===== config.mk =====
export PLATFORM = sky130hd
export DESIGN_NAME = chan_stop_ctrl
export DESIGN_NICKNAME = d
export VERILOG_FILES = /design/src/rtl/csc_pkg.sv /design/src/rtl/csc_stop_decode.sv /design/src/rtl/csc_stop_seq.sv /design/src/rtl/csc_rx_gate.sv /design/src/rtl/csc_tx_pins.sv /design/src/rtl/chan_stop_ctrl.sv
export SDC_FILE = /design/constraint.sdc
export NUM_CORES = 1
export LEC_CHECK = 0
export BUFFER_PORTS_ARGS = -buffer_cell sky130_fd_sc_hd__buf_2
export CORE_AREA = 2 2 39 41
export CTS_CLUSTER_SIZE = 28
export DETAILED_ROUTE_END_ITERATION = 10
export DIE_AREA = 0 0 41 43
export PLACE_DENSITY_LB_ADDON = 0.08
export RECOVER_POWER = 50
export SLEW_MARGIN = 30
export SYNTH_ARGS = -nofsm -noshare
export SYNTH_HDL_FRONTEND = slang
export SYNTH_SLANG_ARGS = --single-unit

===== constraint.sdc =====
create_clock -name clk -period 2 [get_ports clk]
set_input_delay 0.2 -clock clk [delete_from_list [all_inputs] [get_ports clk]]
set_output_delay 0.2 -clock clk [all_outputs]
set_load 0.05 [all_outputs]

===== src/rtl/csc_pkg.sv =====
package csc_pkg;
   typedef enum logic [1:0] {
      ST_RUN   = 2'd0,
      ST_DRAIN = 2'd1,
      ST_HALT  = 2'd2
   } stop_st_t;
endpackage


===== src/rtl/csc_stop_decode.sv =====
module csc_stop_decode (
   input  logic chan_en,
   input  logic clk_stop_req,
   input  logic dbg_halt,
   input  logic emu_free,
   input  logic emu_soft,
   output logic stop_pend
);
   logic emu_suspend;
   always_comb begin
      // only the "not free, soft" setting turns a halt into a suspend
      emu_suspend = dbg_halt & ~emu_free & emu_soft;
      stop_pend   = ~chan_en | clk_stop_req | emu_suspend;
   end
endmodule


===== src/rtl/csc_stop_seq.sv =====
module csc_stop_seq
   import csc_pkg::*;
(
   input  logic clk,
   input  logic rst_n,
   input  logic stop_pend,
   input  logic burst_active,
   input  logic clk_stop_req,
   output logic halted,
   output logic clk_stop_ack,
   output logic resume_go
);
   stop_st_t st_q, st_d;
   logic     ctx_q;

   always_comb begin
      st_d = st_q;
      unique case (st_q)
         ST_RUN: begin
            if (stop_pend) st_d = burst_active ? ST_DRAIN : ST_HALT;
         end
         ST_DRAIN: begin
            if (!stop_pend)        st_d = ST_RUN;
            else if (!burst_active) st_d = ST_HALT;
         end
         ST_HALT: begin
            if (!stop_pend) st_d = ST_RUN;
         end
         default: st_d = ST_RUN;
      endcase
   end

   always_ff @(posedge clk or negedge rst_n) begin
      if (!rst_n) begin
         st_q  <= ST_RUN;
         ctx_q <= 1'b0;
      end else begin
         st_q <= st_d;
         // context is worth keeping only once the channel has really run
         if (st_q == ST_RUN && !stop_pend) ctx_q <= 1'b1;
      end
   end

   always_comb begin
      halted       = (st_q == ST_HALT);
      clk_stop_ack = halted & clk_stop_req;
      resume_go    = halted & ~stop_pend & ctx_q;
   end
endmodule


===== src/rtl/csc_rx_gate.sv =====
module csc_rx_gate (
   input  logic clk,
   input  logic rst_n,
   input  logic tx_mode,
   input  logic halted,
   input  logic rx_word_valid,
   output logic rx_capture,
   output logic rx_wait
);
   logic extra_q;

   always_comb begin
      rx_wait    = ~tx_mode & halted;
      rx_capture = ~tx_mode & rx_word_valid & (~halted | ~extra_q);
   end

   always_ff @(posedge clk or negedge rst_n) begin
      if (!rst_n)       extra_q <= 1'b0;
      else if (!halted) extra_q <= 1'b0;
      else if (rx_capture) extra_q <= 1'b1;
   end
endmodule


===== src/rtl/csc_tx_pins.sv =====
module csc_tx_pins #(
   parameter int PIN_W = 16
) (
   input  logic             tx_mode,
   input  logic             halted,
   output logic [PIN_W-1:0] pin_oe
);
   logic drive;
   assign drive = tx_mode & ~halted;

   for (genvar i = 0; i < PIN_W; i++) begin : g_lane
      assign pin_oe[i] = drive;
   end
endmodule


===== src/rtl/chan_stop_ctrl.sv =====
module chan_stop_ctrl #(
   parameter int PIN_W = 16
) (
   input  logic             clk,
   input  logic             rst_n,
   input  logic             chan_en,
   input  logic             clk_stop_req,
   input  logic             dbg_halt,
   input  logic             emu_free,
   input  logic             emu_soft,
   input  logic             tx_mode,
   input  logic             burst_active,
   input  logic             rx_word_valid,
   output logic             dma_stop_req,
   output logic             clk_stop_ack,
   output logic [PIN_W-1:0] pin_oe,
   output logic             rx_wait,
   output logic             rx_capture,
   output logic             fsm_freeze,
   output logic             resume_go
);
   initial begin
      assert (PIN_W >= 1 && PIN_W <= 256)
         else $fatal(1, "chan_stop_ctrl: PIN_W out of range");
   end

   logic stop_pend;
   logic halted;

   csc_stop_decode u_dec (
      .chan_en      (chan_en),
      .clk_stop_req (clk_stop_req),
      .dbg_halt     (dbg_halt),
      .emu_free     (emu_free),
      .emu_soft     (emu_soft),
      .stop_pend    (stop_pend)
   );

   csc_stop_seq u_seq (
      .clk          (clk),
      .rst_n        (rst_n),
      .stop_pend    (stop_pend),
      .burst_active (burst_active),
      .clk_stop_req (clk_stop_req),
      .halted       (halted),
      .clk_stop_ack (clk_stop_ack),
      .resume_go    (resume_go)
   );

   csc_rx_gate u_rx (
      .clk           (clk),
      .rst_n         (rst_n),
      .tx_mode       (tx_mode),
      .halted        (halted),
      .rx_word_valid (rx_word_valid),
      .rx_capture    (rx_capture),
      .rx_wait       (rx_wait)
   );

   csc_tx_pins #(.PIN_W(PIN_W)) u_pins (
      .tx_mode (tx_mode),
      .halted  (halted),
      .pin_oe  (pin_oe)
   );

   assign dma_stop_req = stop_pend;
   assign fsm_freeze   = halted;
endmodule


; ---- Yosys cells after proc, flatten, opt, wreduce, memory -nomap -nowiden
; Cells that the tools add are included.
[op_classes]
n_reduce_logical = 4
eq_ne = 6
n_mux = 8
bitwise = 18
[op_table]
columns = op, n
row1 = two-way mux 2 bit, 5
row2 = bitwise AND 1 bit, 9
row3 = NOT 1 bit, 6
row4 = one-hot mux 2 bit (3 select lines), 1
row5 = "inequality test 2 bit, second input constant", 2
row6 = "inequality test 3 bit, second input constant", 1
row7 = OR 1 bit, 3
row8 = AND reduction 3 bit, 1
row9 = "equality test 2 x 1 -> 1 bit, second input constant", 1
row10 = "equality test 2 bit, second input constant", 1
row11 = zero test 2 bit, 1
row12 = two-way mux 1 bit, 2
row13 = "inequality test 2 x 1 -> 1 bit, second input constant", 1
row14 = logical AND 1 bit, 1
row15 = zero test 1 bit, 1
[word_totals]
elab_cells = 39
regBits = 4

; ---- Longest topological paths before layout
[depth]
ltp_word = 7
depth_mapped = 3
ltp_nobuf = 3

; ---- Hierarchy
; Synthesis repeated with hierarchy kept, for this count alone.
[hier_totals]
hier_cells = 37
area_unflattened_um2 = 365.4
[by_module_without_submodules]
columns = mod, seq_area_each_um2, n_inst, area_per_inst_um2, cells_each
row1 = csc_stop_seq, 75.1, 1, 142.6, 11
row2 = csc_tx_pins, 0.0, 1, 133.9, 17
row3 = csc_rx_gate, 25.0, 1, 67.6, 6
row4 = csc_stop_decode, 0.0, 1, 21.3, 3

; ---- Worst setup path after synthesis
; No wires, ideal clock.
[synth_path]
path_type = reg2out
from = register u_seq.st_q[1]
to = output port rx_capture
stages_incl_launch_ff = 4
arrival_time_ns = 1.450
setup_slack_ns = 0.350
cell_sequence = dfrtp_1 -> nand2b_4 -> clkinv_4 -> a21oi_1
[synth_via]
elab_chain_cells = 4
[synth_rtl]
columns = element, line_no
row1 = "start, declared", csc_stop_seq.sv:13  ; stop_st_t st_q, st_d;
row2 = "start signal, assigned", csc_stop_seq.sv:38  ; st_q <= st_d;
row3 = equality test 2 bit, csc_stop_seq.sv:45  ; halted = (st_q == ST_HALT);
row4 = via fsm_freeze, chan_stop_ctrl.sv:19  ; output logic fsm_freeze,
row5 = NOT 1 bit, csc_rx_gate.sv:14  ; rx_capture = ~tx_mode & rx_word_valid & (~halted | ~extra_q);
row6 = OR 1 bit, csc_rx_gate.sv:14
row7 = bitwise AND 1 bit, csc_rx_gate.sv:14
row8 = "end, declared", chan_stop_ctrl.sv:18  ; output logic rx_capture,
; The timed path passes the listed nets, and every way through them passes these cells.

; ---- Worst setup path after layout
[layout_path]
from = register u_seq.st_q[1]
to = output port clk_stop_ack
[layout_via]
elab_chain_cells = 2
[layout_rtl]
columns = element, line_no
row1 = equality test 2 bit, csc_stop_seq.sv:45
row2 = bitwise AND 1 bit, csc_stop_seq.sv:46  ; clk_stop_ack = halted & clk_stop_req;
row3 = "end, declared", chan_stop_ctrl.sv:15  ; output logic clk_stop_ack,
; No other way between the ends.

==> metrics.yaml <==
place:
  dpl-instance-area_sq_um: 402
  gp_congestion: 0.718
  place_inst: 70
  post-place-ws_ns: 0.701
  io_buffers: 31
floorplan:
  initial_core_util: 0.250
  core_sq_mm: 0.00138
  dieArea_sq_mm: 0.00176
  die_x_microns: 41
  core.rowCount: 14
  io_pins: 32
  die_h_microns: 43
synthesis:
  yosysTopAreaCell: "buf_4"
  synthCells: 39
  synth_edf_count: 0
  syn-num-nets: 49
  synthDistinctLibCells: 15
  synth_common_cells: "buf_4, dfrtp_1, a21oi_1, nor2_1"
  yosys.area.top_type_share: 0.347
  synth_flop_cell: "dfrtp_1"
  synth_most_common_cell: "buf_4"
  synth_seq_cells: 4
  yosys_warnings: 0
  ys_top_cells_by_area: "buf_4, dfrtp_1, a21oi_1"
  synth-seq-area-share: 0.289
  synth_area_sq_um: 347
  avgSynthCellArea_sq_um: 8.89
  synthArstFlopShare: 1.00
grt:
  grt_pass1_wl_mm: 1.01
  grt_max_degree: 17
  grt_overflow: 0
  antenna_found_initial: 0
  grtUsageTotal: 0.0887
  grt_pass1_vias: 241
cells_and_area:
  fin_area_sq_um: 418
  fin_nets: 70
  post-route-util: 0.302
  synthToLayoutAreaGrowth_pct: 20.6
  num_antenna_cells: 0
  drive_above_1_share: 0.603
  fillCellCount: 173
  final_cell_count_no_fill: 74
sta:
  max-slew-margin-rel: 0.604
  fin_crit_ns: 1.68
  setup_ws_ns: 0.318
  setup_viol: 0
  drv_slew: 0
  rsz0062_at_grt: "no"
  tightest_slew_ns: 0.597
  tns_ns: 0
  finalHoldViolations: 0
  fin_crit_sh: 0.841
  max_freq_mhz: 595
  clock_skew_ns: 0.00306
cts:
  cts_root_buf: "clkbuf_4"
  cts_post_setup_buffers_inserted: 0
  cts_tree: "yes"
  cts_sinks: 4
  clk_latency_ns: 0.23
  htreeDepth: 1
  cts.path.max_buffers: 2
  clkSlewWorstSetupHoldPaths_ns: 0.04
  cts-resized-gates: 0
  cts_buffers: 3
pwr:
  p_leak_nw: 0.230
  vdd_drop_max_mv: 0.290
  p_sw_frac: 0.586
  pwr-share-clk: 0.182
  switching_power_mw: 0.317
  p_seq_frac: 0.182
  power_density_mw_per_mm2: 1290
  p_comb_frac: 0.636
  p_int_mw: 0.224
detailed_routing:
  routedWlPerCell_microns: 9.69
  drt-total-wl_microns: 717
  viasPerCell: 3.73
  num_vias: 276
  drt-initial-drc-count: 1
  first_pass_iters: 2
  ant_nets: 0
  drc: 0
setup_path:
  cp-end-kind: "output port"
  endpoint: "clk_stop_ack"
  r2r_end: "u_seq.st_q[1]"
  startpoint: "u_seq.st_q[1]"
  crit_fanout: 5
  r2r_cells: 3
  critical_path_class: "flip-flop to output port"
  required_ns: 1.80
  worstPathArrival_ns: 1.48
  worstSetupStartpointType: "flip-flop"
  r2r_slack_ns: 0.91
  rr_startpoint: "u_seq.st_q[1]"
run:
  cap_violations: 0
hold_path:
  hp-class: "primary input to flip-flop"
run_status:
  status: "finished clean"
metrics by stage:
step           hold slack, ns  power (mW)
2_1_floorplan         -0.0956       0.449
5_1_grt                 0.264       0.569
6_report                0.230       0.541
3_3_place_gp           0.0121       0.459
3_5_place_dp          0.00943       0.458
4_1_cts                 0.221       0.564
cell type report:
class / count / area [sq um] / share of cell area
Sequential cell: 4 / 100 / 0.240
Inverter: 2 / 8.76 / 0.0210
Timing Repair Buffer: 32 / 160 / 0.383
Clock buffer: 3 / 22.5 / 0.0539
Multi-Input combinational cell: 17 / 106 / 0.254
Tap cell: 16 / 20.0 / 0.0479
power groups by stage:
stage | registers, mW | clock network, mW | logic [mW]
6_report | 0.0983 | 0.0983 | 0.344
2_1_floorplan | 0.100 | 0 | 0.349
4_1_cts | 0.101 | 0.105 | 0.357
3_5_place_dp | 0.102 | 0 | 0.355
5_1_grt | 0.100 | 0.106 | 0.362
3_3_place_gp | 0.102 | 0 | 0.357
worst max-delay path, stage by stage (launching register included):
cell        delay (ns)
dfrtp_1           0.39
nand2b_1          0.16
clkinvlp_2        0.23
and2_2            0.25
clkbuf_2          0.23
cell usage in the layout, fill, tap and decap left out:
master and instances:
nor2_1 3, nand2_1 1, dlygate4sd3_1 1, buf_2 25, nand2b_1 3, a31o_2 1, and2_2 2, nand3b_1 1
clkinvlp_2 1, clkbuf_2 2, dfrtp_1 4, a21oi_1 3, a2bb2oi_1 1, nor2b_2 1, inv_1 1, and4_1 1
clkbuf_1 4, clkbuf_4 3
flip-flops by register name, indices dropped and copies added (netlist names):
name,cells
u_seq.ctx_q,1
u_seq.st_q,2
u_rx.extra_q,1
cells by family (layout without fill, tap and decap cells):
logic type | after synthesis | after routing | share of synthesized area
flops | 4 | 4 | 0.289
buf+inv | 18 | 37 | 0.383
simple gates | 12 | 12 | 0.235
compound gates | 5 | 5 | 0.0939
worst min-delay path by stage:
stage | startpoint | to | cells after the start
2_1_floorplan | rst_n | u_rx.extra_q | 0
3_3_place_gp | rst_n | u_seq.ctx_q | 1
3_5_place_dp | rst_n | u_seq.st_q[0] | 1
4_1_cts | burst_active | u_seq.st_q[0] | 3
5_1_grt | burst_active | u_seq.st_q[0] | 3
6_report | burst_active | u_seq.st_q[0] | 3
what timing repair did:
item                                    in CTS  in global routing
hold buffers                                 1                  0
endpoints found under the hold margin        4                  0
endpoints found under the setup margin       0                  0
per-layer routing:
| metal | global-route usage | up-vias | wire length, microns |
|---|---|---|---|
| met5 | 0 | - | 0 |
| met4 | 0.0800 | 0 | 0 |
| met3 | 0.0157 | 0 | 50 |
| met2 | 0.134 | 13 | 371 |
| met1 | 0.0977 | 116 | 296 |
| li1 | - | 147 | - |
No activity file was read; power rests on OpenSTA's default activity.
